===== config.mk =====
export PLATFORM = sky130hd
export DESIGN_NAME = pd_seq_top
export DESIGN_NICKNAME = d
export VERILOG_FILES = /design/src/rtl/pd_seq_pkg.sv /design/src/rtl/pd_sync.sv /design/src/rtl/pd_fsm.sv /design/src/rtl/pd_gate_bank.sv /design/src/rtl/pd_seq_top.sv
export SDC_FILE = /design/constraint.sdc
export NUM_CORES = 1
export LEC_CHECK = 0
export BUFFER_PORTS_ARGS = -buffer_cell sky130_fd_sc_hd__buf_2
export CORE_AREA = 2 2 42 44
export DETAILED_ROUTE_END_ITERATION = 16
export DIE_AREA = 0 0 44 46
export PLACE_DENSITY_LB_ADDON = 0.3
export SYNTH_ARGS = -nofsm -noshare
export SYNTH_HDL_FRONTEND = slang
export SYNTH_SLANG_ARGS = --single-unit

===== constraint.sdc =====
create_clock -name clk -period 3.3 [get_ports clk]
set_input_delay 0.165 -clock clk [delete_from_list [all_inputs] [get_ports clk]]
set_output_delay 0.165 -clock clk [all_outputs]
set_load 0.01 [all_outputs]

===== src/rtl/pd_seq_pkg.sv =====
package pd_seq_pkg;

  typedef enum logic [2:0] {
    ST_RUN       = 3'd0,
    ST_GATE      = 3'd1,
    ST_PARK_WAIT = 3'd2,
    ST_VCO_OFF   = 3'd3,
    ST_XTAL_OFF  = 3'd4,
    ST_DOWN      = 3'd5,
    ST_XTAL_ON   = 3'd6,
    ST_LOCK_WAIT = 3'd7
  } pd_state_e;

  localparam int GRP_CPU = 0;
  localparam int GRP_PCI = 1;
  localparam int GRP_REF = 2;
  localparam int GRP_48  = 3;
  localparam int NUM_GRP = 4;

  // VCO runs everywhere except from its shutdown up to the end of oscillator start-up
  function automatic logic vco_on(pd_state_e s);
    return !(s inside {ST_VCO_OFF, ST_XTAL_OFF, ST_DOWN, ST_XTAL_ON});
  endfunction

  function automatic logic xtal_on(pd_state_e s);
    return !(s inside {ST_XTAL_OFF, ST_DOWN});
  endfunction

endpackage


===== src/rtl/pd_sync.sv =====
module pd_sync #(
  parameter int   STAGES    = 2,
  parameter logic RESET_VAL = 1'b1
) (
  input  logic clk,
  input  logic rst,
  input  logic async_in,
  output logic sync_out
);

  logic [STAGES-1:0] chain;

  genvar i;
  generate
    for (i = 0; i < STAGES; i++) begin : g_stage
      if (i == 0) begin : g_first
        always_ff @(posedge clk) begin
          if (rst) chain[0] <= RESET_VAL;
          else     chain[0] <= async_in;
        end
      end else begin : g_next
        always_ff @(posedge clk) begin
          if (rst) chain[i] <= RESET_VAL;
          else     chain[i] <= chain[i-1];
        end
      end
    end
  endgenerate

  assign sync_out = chain[STAGES-1];

endmodule


===== src/rtl/pd_fsm.sv =====
module pd_fsm
  import pd_seq_pkg::*;
#(
  parameter int XTAL_TICKS = 100,
  parameter int LOCK_TICKS = 50,
  parameter int TICK_US    = 10,
  parameter int LIMIT_US   = 3000
) (
  input  logic      clk,
  input  logic      rst,
  input  logic      req_n_s,
  input  logic      tick,
  input  logic      ref_parked,
  output pd_state_e state,
  output logic      vco_en,
  output logic      xtal_en,
  output logic      run_flag
);

  localparam int MAX_TICKS  = (XTAL_TICKS > LOCK_TICKS) ? XTAL_TICKS : LOCK_TICKS;
  localparam int CNT_W      = $clog2(MAX_TICKS + 1);
  localparam int RESTART_US = (XTAL_TICKS + LOCK_TICKS) * TICK_US;

  generate
    if (RESTART_US >= LIMIT_US) begin : g_bad_windows
      $error("pd_fsm: restart windows exceed the power-up latency limit");
    end
  endgenerate

  pd_state_e        nxt;
  logic [CNT_W-1:0] cnt;
  logic             counting;

  assign counting = (state == ST_XTAL_ON) || (state == ST_LOCK_WAIT);

  always_comb begin
    nxt = state;
    case (state)
      ST_RUN:       if (!req_n_s) nxt = ST_GATE;
      ST_GATE:      nxt = ST_PARK_WAIT;
      ST_PARK_WAIT: if (ref_parked) nxt = ST_VCO_OFF;
      ST_VCO_OFF:   nxt = ST_XTAL_OFF;
      ST_XTAL_OFF:  nxt = ST_DOWN;
      ST_DOWN:      if (req_n_s) nxt = ST_XTAL_ON;
      ST_XTAL_ON:   if (tick && cnt == CNT_W'(XTAL_TICKS - 1)) nxt = ST_LOCK_WAIT;
      ST_LOCK_WAIT: if (tick && cnt == CNT_W'(LOCK_TICKS - 1)) nxt = ST_RUN;
      default:      nxt = ST_RUN;
    endcase
  end

  always_ff @(posedge clk) begin
    if (rst) begin
      state    <= ST_RUN;
      cnt      <= '0;
      vco_en   <= 1'b1;
      xtal_en  <= 1'b1;
      run_flag <= 1'b1;
    end else begin
      state    <= nxt;
      vco_en   <= vco_on(nxt);
      xtal_en  <= xtal_on(nxt);
      run_flag <= (nxt == ST_RUN);
      if (nxt != state)           cnt <= '0;
      else if (counting && tick)  cnt <= cnt + 1'b1;
    end
  end

  // r3: VCO stays on while the reference park acknowledge is outstanding
  p_park_hold_r3: assert property (@(posedge clk) disable iff (rst)
    (state == ST_PARK_WAIT && !ref_parked) |=> vco_en);

  // r10: a release seen mid-shutdown never jumps straight to restart
  p_shutdown_completes_r10: assert property (@(posedge clk) disable iff (rst)
    (state == ST_PARK_WAIT && req_n_s) |=> (state != ST_XTAL_ON && state != ST_LOCK_WAIT));

endmodule


===== src/rtl/pd_gate_bank.sv =====
module pd_gate_bank #(
  parameter int NUM_GRP = 4
) (
  input  logic               clk,
  input  logic               rst,
  input  logic               allow,
  input  logic [NUM_GRP-1:0] hold_n,
  output logic [NUM_GRP-1:0] en
);

  genvar g;
  generate
    for (g = 0; g < NUM_GRP; g++) begin : g_grp
      logic q;
      // falling-edge update keeps the downstream gated clock free of runts
      always_ff @(negedge clk) begin
        if (rst) q <= 1'b1;
        else     q <= allow & hold_n[g];
      end
      assign en[g] = q;
    end
  endgenerate

endmodule


===== src/rtl/pd_seq_top.sv =====
module pd_seq_top
  import pd_seq_pkg::*;
#(
  parameter int SYNC_STAGES = 2,
  parameter int XTAL_TICKS  = 100,
  parameter int LOCK_TICKS  = 50,
  parameter int TICK_US     = 10
) (
  input  logic clk,
  input  logic rst,
  input  logic slow_tick,
  input  logic pwrdn_req_n,
  input  logic cpu_halt_n,
  input  logic pci_halt_n,
  input  logic ref_parked_ack,
  output logic cpu_clk_en,
  output logic pci_clk_en,
  output logic ref_clk_en,
  output logic clk48_en,
  output logic vco_en,
  output logic xtal_en,
  output logic clocks_running
);

  logic               req_n_s;
  pd_state_e          state;
  logic [NUM_GRP-1:0] hold_n;
  logic [NUM_GRP-1:0] gate_en;

  pd_sync #(.STAGES(SYNC_STAGES), .RESET_VAL(1'b1)) u_sync (
    .clk      (clk),
    .rst      (rst),
    .async_in (pwrdn_req_n),
    .sync_out (req_n_s)
  );

  pd_fsm #(
    .XTAL_TICKS (XTAL_TICKS),
    .LOCK_TICKS (LOCK_TICKS),
    .TICK_US    (TICK_US),
    .LIMIT_US   (3000)
  ) u_fsm (
    .clk        (clk),
    .rst        (rst),
    .req_n_s    (req_n_s),
    .tick       (slow_tick),
    .ref_parked (ref_parked_ack),
    .state      (state),
    .vco_en     (vco_en),
    .xtal_en    (xtal_en),
    .run_flag   (clocks_running)
  );

  always_comb begin
    hold_n          = '1;
    hold_n[GRP_CPU] = cpu_halt_n;
    hold_n[GRP_PCI] = pci_halt_n;
  end

  pd_gate_bank #(.NUM_GRP(NUM_GRP)) u_gates (
    .clk    (clk),
    .rst    (rst),
    .allow  (clocks_running),
    .hold_n (hold_n),
    .en     (gate_en)
  );

  assign cpu_clk_en = gate_en[GRP_CPU];
  assign pci_clk_en = gate_en[GRP_PCI];
  assign ref_clk_en = gate_en[GRP_REF];
  assign clk48_en   = gate_en[GRP_48];

  // r4: VCO only drops once every output group is parked
  p_vco_after_gates_r4: assert property (@(posedge clk) disable iff (rst)
    $fell(vco_en) |-> (gate_en == '0));

  // r4: crystal never off while the VCO is still on
  p_xtal_after_vco_r4: assert property (@(posedge clk) disable iff (rst)
    !xtal_en |-> !vco_en);

  // r9: running implies both sources enabled
  p_run_sources_r9: assert property (@(posedge clk) disable iff (rst)
    clocks_running |-> (vco_en && xtal_en));

  // r5: gates stay closed whenever the VCO is off
  p_closed_when_down_r5: assert property (@(posedge clk) disable iff (rst)
    !vco_en |-> (gate_en == '0));

endmodule


==> impl_metrics.json, run 1 <==
{
  "status": "completed",
  "yosysWarnings": 0,
  "wl_per_cell_um": 12.35,
  "postCtsSetupRepairBufs": 0,
  "p_seq_share_pct": 53.6,
  "grt_pass1_vias": 573,
  "hold_viol_final": 0,
  "fp-row-count": 15,
  "cts_tree": "done",
  "setup_viol": 0,
  "power_switching_uw": 114.0,
  "timing.max_cap.violations": 0,
  "final_common_cell": "dfxtp_1",
  "required_ns": 3.13,
  "grt_max_degree": 12,
  "clk_path_buf_depth": 2,
  "design_area_sq_um": 935.9,
  "drive_gt1_share_pct": 26.73,
  "grt_overflow": 0,
  "synth_nets": 97,
  "antenna_found_initial": 0,
  "power_uw": 440.0,
  "synthFlopType": "dfxtp_1",
  "relSlewSlack_pct": 60.70,
  "fillerInstances": 153,
  "switching_share_pct": 25.91,
  "syn_inst": 88,
  "start_util_pct": 52.25,
  "totalWireLength_mm": 1.457,
  "criticalPathCategory": "register to primary output",
  "drc": 0,
  "instances_no_fill": 118,
  "worstSetupPathDepth": 1,
  "die_w_um": 44,
  "dr.pass1.iters": 4,
  "syn_to_final_growth_pct": 10.98,
  "cp-end-kind": "primary output",
  "h-tree-depth": 1,
  "cts_buffers": 3,
  "netlist_area_sq_um": 843.3,
  "grt_pass1_wl_mm": 2.408,
  "port-buffer-count": 13,
  "critical_path.max_stage_delay_ns": 0.31,
  "place_area_sq_um": 892.1,
  "peakVddDrop_mv": 0.2819,
  "worstPathMaxFanout": 1,
  "dp_hpwl_mm": 1.048,
  "die_h_um": 46,
  "avgSynthCellArea_sq_um": 9.583,
  "drt_iter0_drc": 13,
  "yosysSeqAreaShare_pct": 42.73,
  "worst-r2r-cell-count": 1,
  "power-per-cell-area_nw_per_um2": 470.1,
  "ant_nets": 0,
  "crit_path_top_delay_cell": "dfxtp_1",
  "synth_edf_count": 0,
  "start_kind": "register",
  "synthArstFlopShare_pct": 0,
  "pwr-share-clk_pct": 34.2,
  "ctsResizeCount": 0,
  "ys_ff_latch": 18,
  "critPathArrivalTime_ns": 2.44,
  "clock_sinks": 18,
  "gp_congestion": 0.7879,
  "layout.cells.most_common_list": "dfxtp_1, buf_2, nor2_1, nor3_1",
  "core_sq_um": 1614,
  "rsz0062_at_grt": "false",
  "p_leak_uw": 0.0003704,
  "whs_path_depth": 2,
  "worst_slew_pin_slew_ns": 0.5882,
  "hold_buffers": 0,
  "antenna_cells": 0,
  "cp_top_family": "flip-flops",
  "slew_violations": 0,
  "pwr-share-comb_pct": 12.2,
  "clock_skew_ns": 0.06722,
  "path_clk_slew_ns": 0.10,
  "grtUsageTotal_pct": 16.40,
  "clk_latency_ns": 0.35,
  "crit_buf_inv": 1,
  "num_vias": 642,
  "die-area_sq_um": 2024,
  "path_cells": "buf_2",
  "io_pins": 14,
  "fin_setup_tns_ns": 0,
  "via_per_inst": 5.441,
  "root_buffer": "clkbuf_4",
  "synth.distinct_cells": 36,
  "nets": 111,
  "dpl.cell_count": 112,
  "p_int_uw": 326.0,
  "holdCritPathClass": "input port to register"
}
-- power groups by stage --
stage,logic (uW),registers (uW),clock network [uW]
global route,60.6,237,162
CTS,54.5,236,156
floorplan,43.1,238,7.56
finish,53.8,236,150
detailed placement,54.3,240,7.56
global placement,54.1,240,7.56
-- cells in the mapped netlist (2+ instances only) --
cell type   n  share of area (%)
or2_2       3                2.2
nand2_1     5                2.2
nand2b_1    2                1.5
a31o_2      2                2.1
xnor2_1     5                5.2
nand3b_1    2                1.8
ha_1        2                3.0
a21o_1      3                2.7
dfxtp_1    18                 43
nor3_1      7                4.2
buf_2       2                1.2
and3_1      3                2.2
inv_1       2               0.89
nor2_1      7                3.1
o21ai_0     3                1.8
and4_1      2                2.1
-- path summary, 6_finish.rpt --
check / from / end / slack [ns]
setup reg to reg: u_fsm.run_flag / u_gates.g_grp[2].q / 0.96
hold reg to reg: u_sync.chain[0] / u_sync.sync_out / 0.42
hold / removal: pwrdn_req_n / u_sync.chain[0] / 0.05
setup / recovery: u_gates.g_grp[0].q / cpu_clk_en / 0.69
-- flip-flops by register name, summed over array words and instances, names as in the netlist --
| name | cells |
|---|---|
| u_sync.chain | 1 |
| u_fsm.state | 3 |
| u_fsm.cnt | 7 |
| u_fsm.xtal_en | 1 |
| u_gates.g_grp.q | 3 |
| u_fsm.run_flag | 1 |
| u_fsm.vco_en | 1 |
| u_sync.sync_out | 1 |
-- per-stage QoR --
stage               setup WS, ns  hold slack, ns  util [%]
floorplan                 0.9085          0.2688         -
finish                    0.6930         0.05045     57.98
global route              0.6435         0.04801     57.98
CTS                       0.6629         0.04044     57.98
detailed placement        0.9242          0.3521     55.27
global placement          0.9290          0.3519     55.27
-- routing by layer --
| metal | part of all wire (%) | global-route usage (%) |
|---|---|---|
| met2 | 48 | 26.47 |
| met5 | 0 | 0 |
| met4 | 0.82 | 10.91 |
| met3 | 2.6 | 2.381 |
| met1 | 48 | 20.24 |
-- cell families (layout without fill, tap and decap cells) --
kind of cell,Yosys count,in the layout,synth area share (%)
flip-flops,18,18,42.73
buffers and inverters,8,21,5.341
AO/OA/AOI/OAI,16,16,16.47
adder cells (fa/ha/maj),2,2,2.967
AND/OR/NAND/NOR,36,36,23.74
XOR/XNOR,6,6,6.231
multiplexers,2,2,2.522
-- layout make-up --
class	instances	area [sq um]	share of cell area, %
clock inverters	3	11.26	1.203
repair buffers	13	65.06	6.952
multi-input cells	62	437.9	46.79
clock buffers	4	36.28	3.877
well taps	17	21.27	2.273
inverters	1	3.754	0.4011
flip-flops and latches	18	360.3	38.50
(Power assumes the default switching activity.)
==> inputs of run 2 (changes only) <==
--- a/config.mk
+++ b/config.mk
@@ -6,9 +6,9 @@
 export NUM_CORES = 1
 export LEC_CHECK = 0
 export BUFFER_PORTS_ARGS = -buffer_cell sky130_fd_sc_hd__buf_2
-export CORE_AREA = 2 2 42 44
+export CORE_AREA = 2 2 45 47
 export DETAILED_ROUTE_END_ITERATION = 16
-export DIE_AREA = 0 0 44 46
+export DIE_AREA = 0 0 47 49
 export PLACE_DENSITY_LB_ADDON = 0.3
 export SYNTH_ARGS = -nofsm -noshare
 export SYNTH_HDL_FRONTEND = slang
==> constraint.sdc (replaced) <==
create_clock -name clk -period 2.3 [get_ports clk]
set_input_delay 0.115 -clock clk [delete_from_list [all_inputs] [get_ports clk]]
set_output_delay 0.115 -clock clk [all_outputs]
set_load 0.01 [all_outputs]
==> run 2 against run 1 <==
  * Clock-buffer cell count shrank 1
  * Global-route usage shrank 2.3 points
  * Register-to-register slack lost 0.52 ns
  * Via count grew 1.7%
  * Non-clock buffer count is the same
  * Sequential share of layout area shrank 0.15 points
  * First-iteration DRC count shrank 38%
  * Setup slack lost 0.45 ns
  * Combinational power grew 44%
  * Die area grew 14%
  * Sequential power grew 43%
  * Critical path type unchanged
  * Critical endpoint is now pci_clk_en
  * Largest cell class unchanged
  * Highest routed layer is now met3
==> impl_metrics.json, run 2 (same netlist as run 1, synthesis figures left out) <==
{
  "power_uw": 596.8,
  "wl_per_cell_um": 11.49,
  "holdCritPathClass": "input port to register",
  "antenna_found_initial": 0,
  "setup_slack_ns": 0.2395,
  "drive_gt1_share_pct": 26.73,
  "grt_pass1_wl_mm": 2.401,
  "start_util_pct": 45.79,
  "clock_sinks": 18,
  "p_leak_uw": 0.0003671,
  "crit_buf_inv": 1,
  "setup_viol": 0,
  "final_common_cell": "dfxtp_1",
  "die_h_um": 49,
  "r2r_setup_slack_ns": 0.44,
  "clk_latency_ns": 0.35,
  "fin_util_pct": 51.02,
  "cp-end-kind": "primary output",
  "fin_setup_tns_ns": 0,
  "dp_hpwl_mm": 1.063,
  "grt_max_degree": 12,
  "antenna_cells": 0,
  "worstPathMaxFanout": 1,
  "multi_input_area_sq_um": 437.9,
  "top_regs": "u_fsm.cnt (7), u_fsm.state (3), u_gates.g_grp.q (3)",
  "cts_buffers": 3,
  "slew_violations": 0,
  "gp_congestion": 0.8257,
  "dr.pass1.iters": 4,
  "grtUsageTotal_pct": 14.10,
  "regMostFlops": "u_fsm.cnt",
  "clock_skew_ns": 0.07087,
  "cp_top_family": "flip-flops",
  "largest_reg_flops": 7,
  "io_pins": 14,
  "dp_slack_ns": 0.4229,
  "die_w_um": 47,
  "grt_overflow": 0,
  "syn_to_final_growth_pct": 11.42,
  "path_clk_slew_ns": 0.10,
  "relSlewSlack_pct": 63.84,
  "hold_buffers": 0,
  "h-tree-depth": 1,
  "seqCellArea_sq_um": 360.3,
  "status": "completed",
  "port-buffer-count": 13,
  "via_per_inst": 5.102,
  "fillerInstances": 187,
  "criticalPathCategory": "register to primary output",
  "path_cells": "buf_2",
  "ctsResizeCount": 0,
  "start_kind": "register",
  "power-per-cell-area_nw_per_um2": 635.2,
  "nets": 111,
  "required_ns": 2.18,
  "root_buffer": "clkbuf_4",
  "fp-row-count": 16,
  "critPathArrivalTime_ns": 1.95,
  "critical_path.max_stage_delay_ns": 0.32,
  "hold_viol_final": 0,
  "num_vias": 653,
  "rsz0062_at_grt": "false",
  "layout.cells.most_common_list": "dfxtp_1, buf_2, nor2_1, nor3_1",
  "grt_pass1_vias": 592,
  "clk_path_buf_depth": 2,
  "ant_nets": 0,
  "peakVddDrop_mv": 0.3677,
  "crit_path_top_delay_cell": "dfxtp_1",
  "totalWireLength_mm": 1.471,
  "drt_iter0_drc": 8,
  "cts_tree": "done",
  "worst_slew_pin_slew_ns": 0.5413,
  "postCtsSetupRepairBufs": 0,
  "timing.max_cap.violations": 0,
  "drc": 0,
  "core_sq_um": 1842,
  "die-area_sq_um": 2303
}
## run 2: area by class of cell
type	instances	share of cell area (%)
tap	27	3.595
sequential	18	38.35
clock inverter	4	1.731
timing repair buffer	13	6.924
inverter	1	0.3995
clock buffer	3	2.397
multi-input combinational	62	46.60
## run 2: metal layers
| layer | vias to the layer above | track usage, % | wire length [um] |
|---|---|---|---|
| li1 | 333 | - | - |
| met1 | 315 | 20.65 | 754 |
| met2 | 5 | 19.63 | 678 |
| met3 | 0 | 3.333 | 38 |
| met4 | 0 | 5.556 | 0 |
| met5 | - | 0 | 0 |
## run 2: power breakdown
part           leakage (uW)  internal [uW]  switching (uW)
clock             0.0000337           71.4             110
sequential         0.000147            325            12.8
combinational      0.000186           39.2            38.1
total              0.000367            436             161
## run 2: metrics by stage
| step | cells | cell area [sq um] | hold slack [ns] |
|---|---|---|---|
| 6_report | 128 | 939.7 | 0.01533 |
| 5_1_grt | 128 | 939.7 | 0.01057 |
| 4_1_cts | 128 | 939.7 | 0.01642 |
| 3_5_place_dp | 122 | 904.6 | 0.3200 |
| 3_3_place_gp | 122 | 904.6 | 0.3151 |
| 2_1_floorplan | 88 | 843.3 | 0.2188 |
## run 2: final timing paths
check	cells past startpoint	startpoint	endpoint
setup / recovery	1	u_gates.g_grp[1].q	pci_clk_en
setup reg to reg	1	u_fsm.run_flag	u_gates.g_grp[2].q
hold / removal	2	pwrdn_req_n	u_sync.chain[0]
hold reg to reg	1	u_sync.chain[0]	u_sync.sync_out
==> inputs of run 3 (changes only) <==
--- a/config.mk
+++ b/config.mk
@@ -6,10 +6,12 @@
 export NUM_CORES = 1
 export LEC_CHECK = 0
 export BUFFER_PORTS_ARGS = -buffer_cell sky130_fd_sc_hd__buf_2
-export CORE_AREA = 2 2 45 47
+export CORE_AREA = 2 2 47 49
 export DETAILED_ROUTE_END_ITERATION = 16
-export DIE_AREA = 0 0 47 49
+export DIE_AREA = 0 0 49 51
 export PLACE_DENSITY_LB_ADDON = 0.3
+export REMOVE_ABC_BUFFERS = 1
 export SYNTH_ARGS = -nofsm -noshare
 export SYNTH_HDL_FRONTEND = slang
+export SYNTH_HIERARCHICAL = 1
 export SYNTH_SLANG_ARGS = --single-unit
==> run 3 against run 2 <==
  * Sequential cell count up 1
  * Synthesized cell count up 13%
  * Sequential share of layout area down 2.0 points
  * Clock power up 3%
  * Power up 5.1%
  * Wire length up 11%
  * Combinational power up 2%
  * Worst hold slack better by 0.13 ns
  * Largest power group unchanged
  * Highest routed layer unchanged
==> impl_metrics.json, run 3 <==
{
  "status": "completed",
  "clk_path_buf_depth": 2,
  "place_area_sq_um": 998.5,
  "drc": 0,
  "regMostFlops": "u_fsm/cnt",
  "ant_nets": 0,
  "path_cells": "buf_2",
  "grt_overflow": 0,
  "antenna_cells": 0,
  "required_ns": 2.18,
  "cp-end-kind": "primary output",
  "clock_sinks": 19,
  "avgSynthCellArea_sq_um": 9.542,
  "synth_top_family_by_area": "simple AND/OR/NAND/NOR gates",
  "fillerInstances": 200,
  "dpl.cell_count": 133,
  "path_clk_slew_ns": 0.10,
  "instances_no_fill": 141,
  "syn_to_final_growth_pct": 10.73,
  "syn_inst": 99,
  "grtUsageTotal_pct": 14.38,
  "fin_setup_tns_ns": 0,
  "port-buffer-count": 13,
  "fin_util_pct": 50.70,
  "worstPathMaxFanout": 1,
  "holdCritPathClass": "input port to register",
  "die_h_um": 51,
  "timing.max_cap.violations": 0,
  "root_buffer": "clkbuf_4",
  "power_uw": 627.6,
  "yosysMostFrequentCell": "dfxtp_1",
  "hold_start": "rst",
  "multi_input_area_sq_um": 495.5,
  "worst_slew_pin_slew_ns": 0.4957,
  "synth-xor-area-share_pct": 5.563,
  "crit_path_top_delay_cell": "dfxtp_1",
  "yosys-top-cells-area": "dfxtp_1, a21o_1, nor3_1, xor2_1, and4bb_4",
  "synth_commonest_cells": "dfxtp_1, nor3_1, inv_1",
  "grt_max_degree": 13,
  "layout.cells.most_common_list": "dfxtp_1, buf_2, inv_1",
  "clock_skew_ns": 0.05686,
  "start_util_pct": 45.79,
  "dp_hpwl_mm": 1.214,
  "final_common_cell": "dfxtp_1",
  "rsz0062_at_grt": "false",
  "criticalPathCategory": "register to primary output",
  "design_area_sq_um": 1046,
  "drive_gt1_share_pct": 21.24,
  "peakVddDrop_mv": 0.4078,
  "synthArstFlopShare_pct": 0,
  "nets": 123,
  "critical_path.max_stage_delay_ns": 0.30,
  "synth_compound_gate_area_share_pct": 19.47,
  "seqCellArea_sq_um": 380.4,
  "cts_tree": "done",
  "drt_iter0_drc": 13,
  "grt_pass1_vias": 660,
  "r2r-start": "u_fsm/run_flag",
  "synthAdderAreaFrac_pct": 2.649,
  "totalWireLength_mm": 1.636,
  "setup_viol": 0,
  "io_pins": 14,
  "slew_violations": 0,
  "dr.pass1.iters": 4,
  "synth.distinct_cells": 35,
  "relSlewSlack_pct": 66.50,
  "antenna_found_initial": 0,
  "die_w_um": 49,
  "yosysTopAreaCell": "dfxtp_1",
  "synthFlopType": "dfxtp_1",
  "postCtsSetupRepairBufs": 0,
  "cp_top_family": "flip-flops",
  "synth_top_area_share_pct": 40.26,
  "via_per_inst": 5.021,
  "synth_edf_count": 0,
  "num_vias": 708,
  "synthMuxAreaShare_pct": 1.192,
  "synthSimpleGateAreaFrac_pct": 22.78,
  "die-area_sq_um": 2499,
  "top_regs": "u_fsm/cnt (7), u_gates/g_grp.q (4), u_fsm/state (3)",
  "yosysSeqAreaShare_pct": 40.26,
  "wl_per_cell_um": 11.60,
  "h-tree-depth": 1,
  "cts_buffers": 3,
  "crit_buf_inv": 1,
  "gp_congestion": 0.7614,
  "clk_latency_ns": 0.35,
  "fp-row-count": 17,
  "core_sq_um": 2063,
  "power-per-cell-area_nw_per_um2": 600.0,
  "largest_reg_flops": 7,
  "start_kind": "register",
  "grt_pass1_wl_mm": 2.773,
  "hold_viol_final": 0,
  "ys_ff_latch": 19,
  "yosysWarnings": 6,
  "critPathArrivalTime_ns": 1.91,
  "cp-startpoint": "u_gates/g_grp[3].q",
  "netlist_area_sq_um": 944.7,
  "p_leak_uw": 0.0003826
}
run 3: changes by cell type after synthesis, moves of 3 or more:
cell     delta
inv_1       +4
nand4_1     +4
and3_1      -3
buf_4       +3
nand3_1     +3
or2_2       -3
xnor2_1     -3
xor2_1      +3
run 3: repair_timing:
| action | CTS | global route |
|---|---|---|
| gates resized for setup | 0 | 0 |
| hold endpoints to repair | 1 | 0 |
| hold buffers | 1 | 0 |
run 3: kinds of logic (layout without fill, tap and decap cells):
logic type / Yosys count / in the layout
compound gates: 20 / 20
fa+ha+maj: 2 / 2
mux: 1 / 1
buf+inv: 14 / 27
other cells: 1 / 2
simple gates: 36 / 36
xor+xnor: 6 / 6
flops: 19 / 19
run 3: final timing paths:
kind                             end  slack [ns]  cells after the start
setup / recovery            clk48_en        0.28                      1
hold / removal        u_fsm/state[0]        0.14                      2
setup reg to reg  u_gates/g_grp[0].q        0.55                      1
hold reg to reg      u_sync/sync_out        0.42                      1
run 3: final cells by class:
type                            count  area share [%]
Multi-Input combinational cell     67           47.37
Sequential cell                    19           36.36
Timing Repair Buffer               14           7.177
Tap cell                           28           3.349
Clock buffer                        4           2.512
Inverter                            5           1.794
Clock inverter                      4           1.435
run 3: power breakdown:
group	internal (uW)	switching [uW]	leakage [uW]	total [uW]
Sequential	346	16.7	0.000155	363
Clock	76.4	110	0.0000363	186
Combinational	37.0	41.8	0.000191	78.8
Total	459	168	0.000383	628
run 3: layer usage:
layer | global-route usage (%) | routed length (um) | part of all wire (%) | vias up
met5 | 0 | 0 | 0 | -
met4 | 1.429 | 0 | 0 | 0
met3 | 5.263 | 55 | 3.4 | 0
met2 | 25.80 | 809 | 49 | 10
met1 | 17.00 | 770 | 47 | 328
li1 | - | - | - | 370
run 3: stage by stage:
stage	worst slack [ns]	hold slack [ns]
6_report	0.2791	0.1435
5_1_grt	0.1922	0.1374
3_5_place_dp	0.5284	0.2988
4_1_cts	0.2623	0.1343
2_1_floorplan	0.5163	0.1841
3_3_place_gp	0.5474	0.2992
